## src/rtl/irqoff_pkg.sv

```systemverilog
package irqoff_pkg;

   typedef enum logic [1:0] {
      SRC_NONE  = 2'd0,
      SRC_BFULL = 2'd1,
      SRC_RLOST = 2'd2,
      SRC_BERR  = 2'd3
   } src_kind_e;

   // class index c reports type code c+1; higher index wins
   localparam int NUM_CLASSES = 3;
   localparam int TYPE_LSB    = 8;
   localparam int OFF_FIELD_W = 4;

endpackage

```

## src/rtl/irqoff_flags.sv

```systemverilog
module irqoff_flags #(
   parameter int CH = 16
) (
   input  logic          clk,
   input  logic          rst_n,
   input  logic [CH-1:0] set_i,
   input  logic [CH-1:0] clr_i,
   output logic [CH-1:0] flags_o
);

   always_ff @(posedge clk or negedge rst_n) begin
      if (!rst_n) flags_o <= '0;
      else        flags_o <= (flags_o & ~clr_i) | set_i;
   end

   // a pulsed set always lands, clear or not
   assert_set_wins_R9: assert property (@(posedge clk) disable iff (!rst_n)
      (set_i != '0) |=> ((flags_o & $past(set_i)) == $past(set_i)));

   // a stored bit only drops where a clear was requested
   assert_fall_needs_clear_R8: assert property (@(posedge clk) disable iff (!rst_n)
      1'b1 |=> (((flags_o | $past(clr_i)) & $past(flags_o)) == $past(flags_o)));

endmodule

```

## src/rtl/irqoff_find.sv

```systemverilog
module irqoff_find #(
   parameter int CH    = 16,
   parameter int IDX_W = 4
) (
   input  logic             clk,
   input  logic             rst_n,
   input  logic [CH-1:0]    vec_i,
   output logic             hit_o,
   output logic [IDX_W-1:0] idx_o
);

   always_comb begin
      hit_o = 1'b0;
      idx_o = '0;
      for (int i = CH - 1; i >= 0; i--) begin
         if (vec_i[i]) begin
            hit_o = 1'b1;
            idx_o = IDX_W'(i);
         end
      end
   end

   assert_lowest_index_R4: assert property (@(posedge clk) disable iff (!rst_n)
      hit_o |-> (vec_i[idx_o] && ((vec_i & ((CH'(1) << idx_o) - CH'(1))) == '0)));

endmodule

```

## src/rtl/irq_offset_reg.sv

```systemverilog
module irq_offset_reg
   import irqoff_pkg::*;
#(
   parameter int NUM_PAIRS = 8,
   parameter int DATA_W    = 32
) (
   input  logic                   clk,
   input  logic                   rst_n,
   input  logic [2*NUM_PAIRS-1:0] set_bfull,
   input  logic [2*NUM_PAIRS-1:0] set_rlost,
   input  logic [2*NUM_PAIRS-1:0] set_berr,
   input  logic [2*NUM_PAIRS-1:0] line_map,
   input  logic                   debug_mode,
   input  logic                   rd_en,
   input  logic [DATA_W/8-1:0]    rd_be,
   output logic [DATA_W-1:0]      rd_data,
   output logic                   irq_line
);

   localparam int CH    = 2 * NUM_PAIRS;
   localparam int IDX_W = (CH > 1) ? $clog2(CH) : 1;
   localparam int BE_W  = DATA_W / 8;

   if (NUM_PAIRS < 1 || NUM_PAIRS > 8) begin : g_bad_pairs
      $error("NUM_PAIRS must lie in 1..8 to fit the offset field");
   end
   if (DATA_W < 16 || (DATA_W % 8) != 0) begin : g_bad_width
      $error("DATA_W must be a multiple of 8 and at least 16");
   end

   logic [CH-1:0]    set_v    [NUM_CLASSES];
   logic [CH-1:0]    clr_v    [NUM_CLASSES];
   logic [CH-1:0]    flags_v  [NUM_CLASSES];
   logic [CH-1:0]    masked_v [NUM_CLASSES];
   logic             hit_v    [NUM_CLASSES];
   logic [IDX_W-1:0] idx_v    [NUM_CLASSES];

   always_comb begin
      set_v[0] = set_bfull;
      set_v[1] = set_rlost;
      set_v[2] = set_berr;
   end

   for (genvar c = 0; c < NUM_CLASSES; c++) begin : g_cls
      irqoff_flags #(.CH(CH)) u_flags (
         .clk     (clk),
         .rst_n   (rst_n),
         .set_i   (set_v[c]),
         .clr_i   (clr_v[c]),
         .flags_o (flags_v[c])
      );
      assign masked_v[c] = flags_v[c] & line_map;
      irqoff_find #(.CH(CH), .IDX_W(IDX_W)) u_find (
         .clk   (clk),
         .rst_n (rst_n),
         .vec_i (masked_v[c]),
         .hit_o (hit_v[c]),
         .idx_o (idx_v[c])
      );
   end

   src_kind_e        sel_type;
   logic [IDX_W-1:0] sel_off;
   int unsigned      sel_cls;
   logic             clear_req;
   logic             tgt_set;
   logic             unused_be;

   // later classes override earlier ones: bus error ranks highest
   always_comb begin
      sel_type = SRC_NONE;
      sel_off  = '0;
      sel_cls  = 0;
      for (int c = 0; c < NUM_CLASSES; c++) begin
         if (hit_v[c]) begin
            sel_type = src_kind_e'(2'(c + 1));
            sel_off  = idx_v[c];
            sel_cls  = c;
         end
      end
   end

   assign unused_be = ^rd_be[BE_W-1:2];
   assign clear_req = rd_en && rd_be[0] && rd_be[1] && !debug_mode
                      && (sel_type != SRC_NONE);

   always_comb begin
      for (int c = 0; c < NUM_CLASSES; c++) begin
         clr_v[c] = (clear_req && sel_cls == c) ? (CH'(1) << sel_off) : '0;
      end
   end

   assign tgt_set = set_v[sel_cls][sel_off];

   always_comb begin
      rd_data = '0;
      rd_data[TYPE_LSB +: 2] = sel_type;
      rd_data[IDX_W-1:0]     = sel_off;
   end

   assign irq_line = (sel_type != SRC_NONE);

   assert_berr_first_R3: assert property (@(posedge clk) disable iff (!rst_n)
      (masked_v[2] != '0) |-> (rd_data[TYPE_LSB +: 2] == 2'd3));

   assert_line_matches_R10: assert property (@(posedge clk) disable iff (!rst_n)
      irq_line == ((masked_v[0] | masked_v[1] | masked_v[2]) != '0));

   assert_clear_moves_on_R6: assert property (@(posedge clk) disable iff (!rst_n)
      (clear_req && !tgt_set) |=> (rd_data[9:0] != $past(rd_data[9:0])));

   assert_no_clear_in_debug_R7: assert property (@(posedge clk) disable iff (!rst_n)
      debug_mode |-> (clr_v[0] == '0 && clr_v[1] == '0 && clr_v[2] == '0 && rd_data[7:4] == 4'd0));

endmodule

```

## config.mk

```make
export PLATFORM = sky130hd
export DESIGN_NAME = irq_offset_reg
export DESIGN_NICKNAME = d
export VERILOG_FILES = /design/src/rtl/irqoff_pkg.sv /design/src/rtl/irqoff_flags.sv /design/src/rtl/irqoff_find.sv /design/src/rtl/irq_offset_reg.sv
export SDC_FILE = /design/constraint.sdc
export NUM_CORES = 1
export LEC_CHECK = 0
export ABC_AREA = 0
export CAP_MARGIN = 20
export CORE_MARGIN = 3
export CORE_UTILIZATION = 30
export CTS_BUF_LIST = sky130_fd_sc_hd__clkbuf_8 sky130_fd_sc_hd__clkbuf_16
export CTS_CLUSTER_SIZE = 10
export DETAILED_ROUTE_END_ITERATION = 8
export HOLD_SLACK_MARGIN = 0.08
export SLEW_MARGIN = 20
export SYNTH_ARGS = -nofsm -noshare
export SYNTH_HDL_FRONTEND = slang
export SYNTH_SLANG_ARGS = --single-unit
```

## constraint.sdc

```tcl
create_clock -name clk -period 4.2 [get_ports clk]
set_clock_uncertainty 0.05 [all_clocks]
set_input_delay 0.63 -clock clk [delete_from_list [all_inputs] [get_ports clk]]
set_output_delay 0.63 -clock clk [all_outputs]
set_load 0.01 [all_outputs]
```

# ---- Word level (Yosys, flattened, before mapping)
# Index checks and enable logic that the tools add are counted.
dict set report classes {
  n_eq_ne 2
  n_mux 107
  reduce_logical 10
  bitwise 12
  n_shift 1
}
# cell count
set ops {}
lappend ops {{$mux 4} 51}
lappend ops {{$and 16x16->16} 6}
lappend ops {{$mux 1} 50}
lappend ops {{$mux 16} 3}
lappend ops {{$not 16->16} 3}
lappend ops {{$or 16x16->16} 3}
lappend ops {{$eq 32x1->1 const B} 1}
lappend ops {{$eq 32x2->1 const B} 1}
lappend ops {{$logic_not 32->1} 1}
lappend ops {{$mux 32} 1}
lappend ops {{$shl 1x4->16 const A} 1}
lappend ops {{$logic_and 1x1->1} 7}
lappend ops {{$mux 2} 2}
lappend ops {{$reduce_bool 2->1} 1}
lappend ops {{$logic_not 1->1} 1}
dict set report totals {
  word_cells 135
  ff_bits 48
}

# ---- Longest topological paths before layout
dict set report logic_depth {
  depth_word 27
  ltp_mapped 10
}

# ---- Cells and area by module
# A second synthesis with hierarchy kept.
dict set report hier_totals {
  cells_unflattened 414
  hier_area_um2 3569.7
}
# mod instances area_each_um2 cells_each
set modules_own_cells {}
lappend modules_own_cells {irqoff_flags 3 580.6 48}
lappend modules_own_cells {irq_offset_reg 1 1291.2 171}
lappend modules_own_cells {irqoff_find 3 178.9 33}

# ---- Least setup slack after synthesis
# No wires, ideal clock.
dict set report synth_path {
  path_type {input port to output port}
  startpoint {in line_map[12]}
  endpoint {out rd_data[1]}
  arrival_time_ps 2261
  path_buffers 2
  path_stages 8
  path_slack_ps 1259
  required_ps 3520
  cell_sequence {clkbuf_1 > a22oi_1 > nor4bb_1 > and2b_1 > nand3b_1 > o21a_1 > clkbuf_1 > o21ai_0}
}
dict set report synth_between {
  elab_chain_cells 17
}
# item line_no
set synth_rtl {}
lappend synth_rtl {{from (decl)} irq_offset_reg.sv:12} ;# input logic [2*NUM_PAIRS-1:0] line_map,
lappend synth_rtl {{$and 16x16->16} irq_offset_reg.sv:52} ;# assign masked_v[c] = flags_v[c] & line_map;
lappend synth_rtl {{$mux 4 or $mux 1 (tied branches) (13 in series)} irqoff_find.sv:16} ;# if (vec_i[i]) begin
lappend synth_rtl {{$mux 4 (2 in series)} irq_offset_reg.sv:75} ;# if (hit_v[c]) begin
lappend synth_rtl {{$mux 4 *} irq_offset_reg.sv:75}
lappend synth_rtl {{to (decl)} irq_offset_reg.sv:16} ;# output logic [DATA_W-1:0] rd_data,
# Mark *: on every way between the ends. The rest lies on a longest branch, timed or not.

# ---- Worst setup path after layout
dict set report layout_path {
  startpoint {in line_map[11]}
  endpoint {out rd_data[2]}
}
dict set report layout_between {
  elab_chain_cells 16
}
# item line_no
set layout_rtl {}
lappend layout_rtl {{$and 16x16->16} irq_offset_reg.sv:52}
lappend layout_rtl {{$mux 4 or $mux 1 (tied branches) (12 in series)} irqoff_find.sv:16}
lappend layout_rtl {{$mux 4 (2 in series)} irq_offset_reg.sv:75}
lappend layout_rtl {{$mux 4 *} irq_offset_reg.sv:75}
# Marked as above.

==> results.py <==
metrics = {
    "status": {
        "outcome": "complete, no violations",
    },
    "global_routing": {
        "grt-ovfl-total": 0,
        "met2_usage_pct": 29.6,
        "grt_pass1_wl_um": 15400,
        "grt_pass1_vias": 2952,
        "grt_start_max_net_pins": 49,
        "grt_antenna_before_repair": 0,
        "track_usage_pct": 17.2,
        "top_usage_layer": "met2",
        "grtUsageMet3_pct": 2.82,
        "global_route.usage.met1_pct": 22.5,
    },
    "worst_setup_path": {
        "r2r_start": "g_cls[2].u_flags.flags_o[6]",
        "r2r.worst_path.cells": 8,
        "crit_type": "in2out",
        "worst-path-max-fanout": 9,
        "critPathCaptureType": "output port",
        "start_kind": "input port",
        "worst_ep_required_time_ns": 3.52,
        "timing.rr.end": "g_cls[1].u_flags.flags_o[5]",
        "crit_arrival_ns": 3.33,
        "reg2reg_slack_ns": 1.32,
    },
    "place": {
        "dpl_worst_slack_ns": 0.144,
        "dp.cells": 576,
        "hpwl_um": 7950,
        "place_area_um2": 3970,
        "gp_congestion": 0.859,
        "numPortBuffers": 76,
    },
    "timing": {
        "finalCritPeriodShare_pct": 95.5,
        "rsz0062_at_grt": "false",
        "layout_setup_ws_ns": 0.191,
        "fmax_mhz": 249,
        "maxSlewViolCount": 0,
        "slew_headroom_pct": 57.8,
        "setup_viol": 0,
        "whs_ns": 0.282,
        "worst_slew_pin_slew_ns": 0.633,
        "fin_tns_setup_ns": 0,
        "fin_crit_ns": 4.01,
        "final-hold-violation-count": 0,
    },
    "clocking": {
        "cts_resized": 0,
        "htree_levels": 2,
        "insertion_delay_ns": 0.31,
        "ctsHoldBuffers": 0,
        "cts_tree": "built",
        "cts_buffers": 5,
        "postCtsSetupBuffers": 0,
        "clkSlewWorstSetupHoldPaths_ns": 0.09,
        "root_buffer": "clkbuf_8",
        "max-clock-path-buffers": 2,
        "cts_sinks": 48,
    },
    "synthesis": {
        "synthArstFlopShare_pct": 100,
        "synth_ff_type": "dfrtp_1",
        "synth-seq-cells": 48,
        "syn_avg_cell_area_um2": 8.45,
        "synthesis.area_um2": 3110,
        "ys_seq_area_share_pct": 38.6,
        "synth_area_leader_cell": "dfrtp_1",
        "synth_edf_count": 0,
        "synth.distinct_cells": 54,
        "synth_top_area_share_pct": 38.6,
        "yosys_warnings": 0,
        "netlist_instances": 368,
        "netlist_top_cells_area": "dfrtp_1 (39%), nor2_1 (8.1%), buf_4 (6.3%), a21oi_1 (5.2%), a22oi_1 (4.3%)",
    },
    "cells_and_area": {
        "fin_area_um2": 4060,
        "final_common_cell": "clkdlybuf4s50_1",
        "num-fill-cells": 1026,
        "top_register": "g_cls.u_flags.flags_o",
        "layout_common_cells": "clkdlybuf4s50_1 (75), nor2_1 (67), dfrtp_1 (48)",
        "final_util_pct": 41.0,
        "biggestRegsByFlops": "g_cls.u_flags.flags_o: 48 flops",
        "drive_gt1_share_pct": 9.09,
        "largest_reg_flops": 48,
        "final_nets": 522,
        "layout.cells.non_filler": 584,
        "area_growth_pct": 30.8,
        "antenna_cells": 0,
    },
    "drt": {
        "dr.first_iter.drc_count": 171,
        "vias": 3001,
        "wl_um": 9920,
        "ant_nets": 0,
        "drc": 0,
        "routed_via_density": 5.14,
        "drt_pre_antenna_iters": 5,
        "wl_per_cell_um": 17.0,
    },
    "floorplan": {
        "die_w_um": 108,
        "rows": 36,
        "start_util_pct": 31.4,
        "die_y_um": 108,
        "core-area_um2": 9910,
        "die_area_um2": 11600,
        "boundaryPins": 105,
    },
    "pwr": {
        "p_per_area_nw_per_um2": 227,
        "p_leak_nw": 1.54,
        "max-vdd-ir-drop_uv": 128,
        "power_mw": 0.923,
    },
    "run": {
        "cap_viol_max_count": 0,
    },
    "hold_path": {
        "worstHoldPathType": "in2async",
    },
}
per-layer routing:
metal	routed length, um	part of all wire [%]
met1	4450	45
met2	4830	49
met3	487	4.9
met4	148	1.5
met5	0	0
worst max-delay path by stage:
stage,to,startpoint,cells past startpoint
2_1_floorplan,rd_data[1],line_map[12],8
3_3_place_gp,rd_data[2],line_map[4],8
3_5_place_dp,rd_data[2],line_map[4],8
4_1_cts,rd_data[2],line_map[4],8
5_1_grt,rd_data[2],line_map[11],8
6_report,rd_data[2],line_map[11],8
cell families (layout without fill, tap and decap cells):
kind of cell | count (synthesis) | after routing | synth area share (%)
buf+inv | 57 | 115 | 10.4
other cells | 1 | 26 | 0.121
compound gates | 128 | 128 | 30.7
flops | 48 | 48 | 38.6
simple gates | 134 | 134 | 20.1
final cells by class:
type / count / area, um^2 / area share, %
well taps: 133 / 166 / 4.09
flip-flops and latches: 48 / 1200 / 29.6
clock buffers: 5 / 68.8 / 1.69
repair buffers: 89 / 856 / 21.1
inverters: 18 / 67.6 / 1.66
multi-input cells: 288 / 1690 / 41.5
clock inverters: 3 / 16.3 / 0.400
synthesized netlist by cell type, types with 3 or more instances:
cell type / n
o211ai_1: 3
nand4_1: 4
nor3_1: 8
or2_2: 4
inv_1: 16
buf_4: 26
a22oi_2: 4
nor2_1: 67
dfrtp_1: 48
a22o_1: 10
o21ai_0: 5
o22a_1: 5
a21oi_1: 32
a32o_1: 8
a222oi_1: 3
a31o_2: 3
nand2_1: 30
clkbuf_1: 7
a22oi_1: 18
a211oi_2: 3
and4_1: 4
nand2b_1: 4
a31oi_1: 18
buf_2: 3
where the power goes:
group	total, mW	switching (mW)	internal (mW)
combinational	0.188	0.0945	0.0934
sequential	0.463	0.000694	0.462
clock	0.272	0.158	0.114
total	0.923	0.253	0.670
worst max-delay path, cell delays in order:
cell	delay, ns
clkdlybuf4s50_1	0.57
a22oi_1	0.32
nand4_1	0.25
or2_1	0.30
o311a_1	0.34
or2_1	0.30
inv_2	0.08
clkdlybuf4s50_1	0.53
No activity file was read; power rests on OpenSTA's default activity.
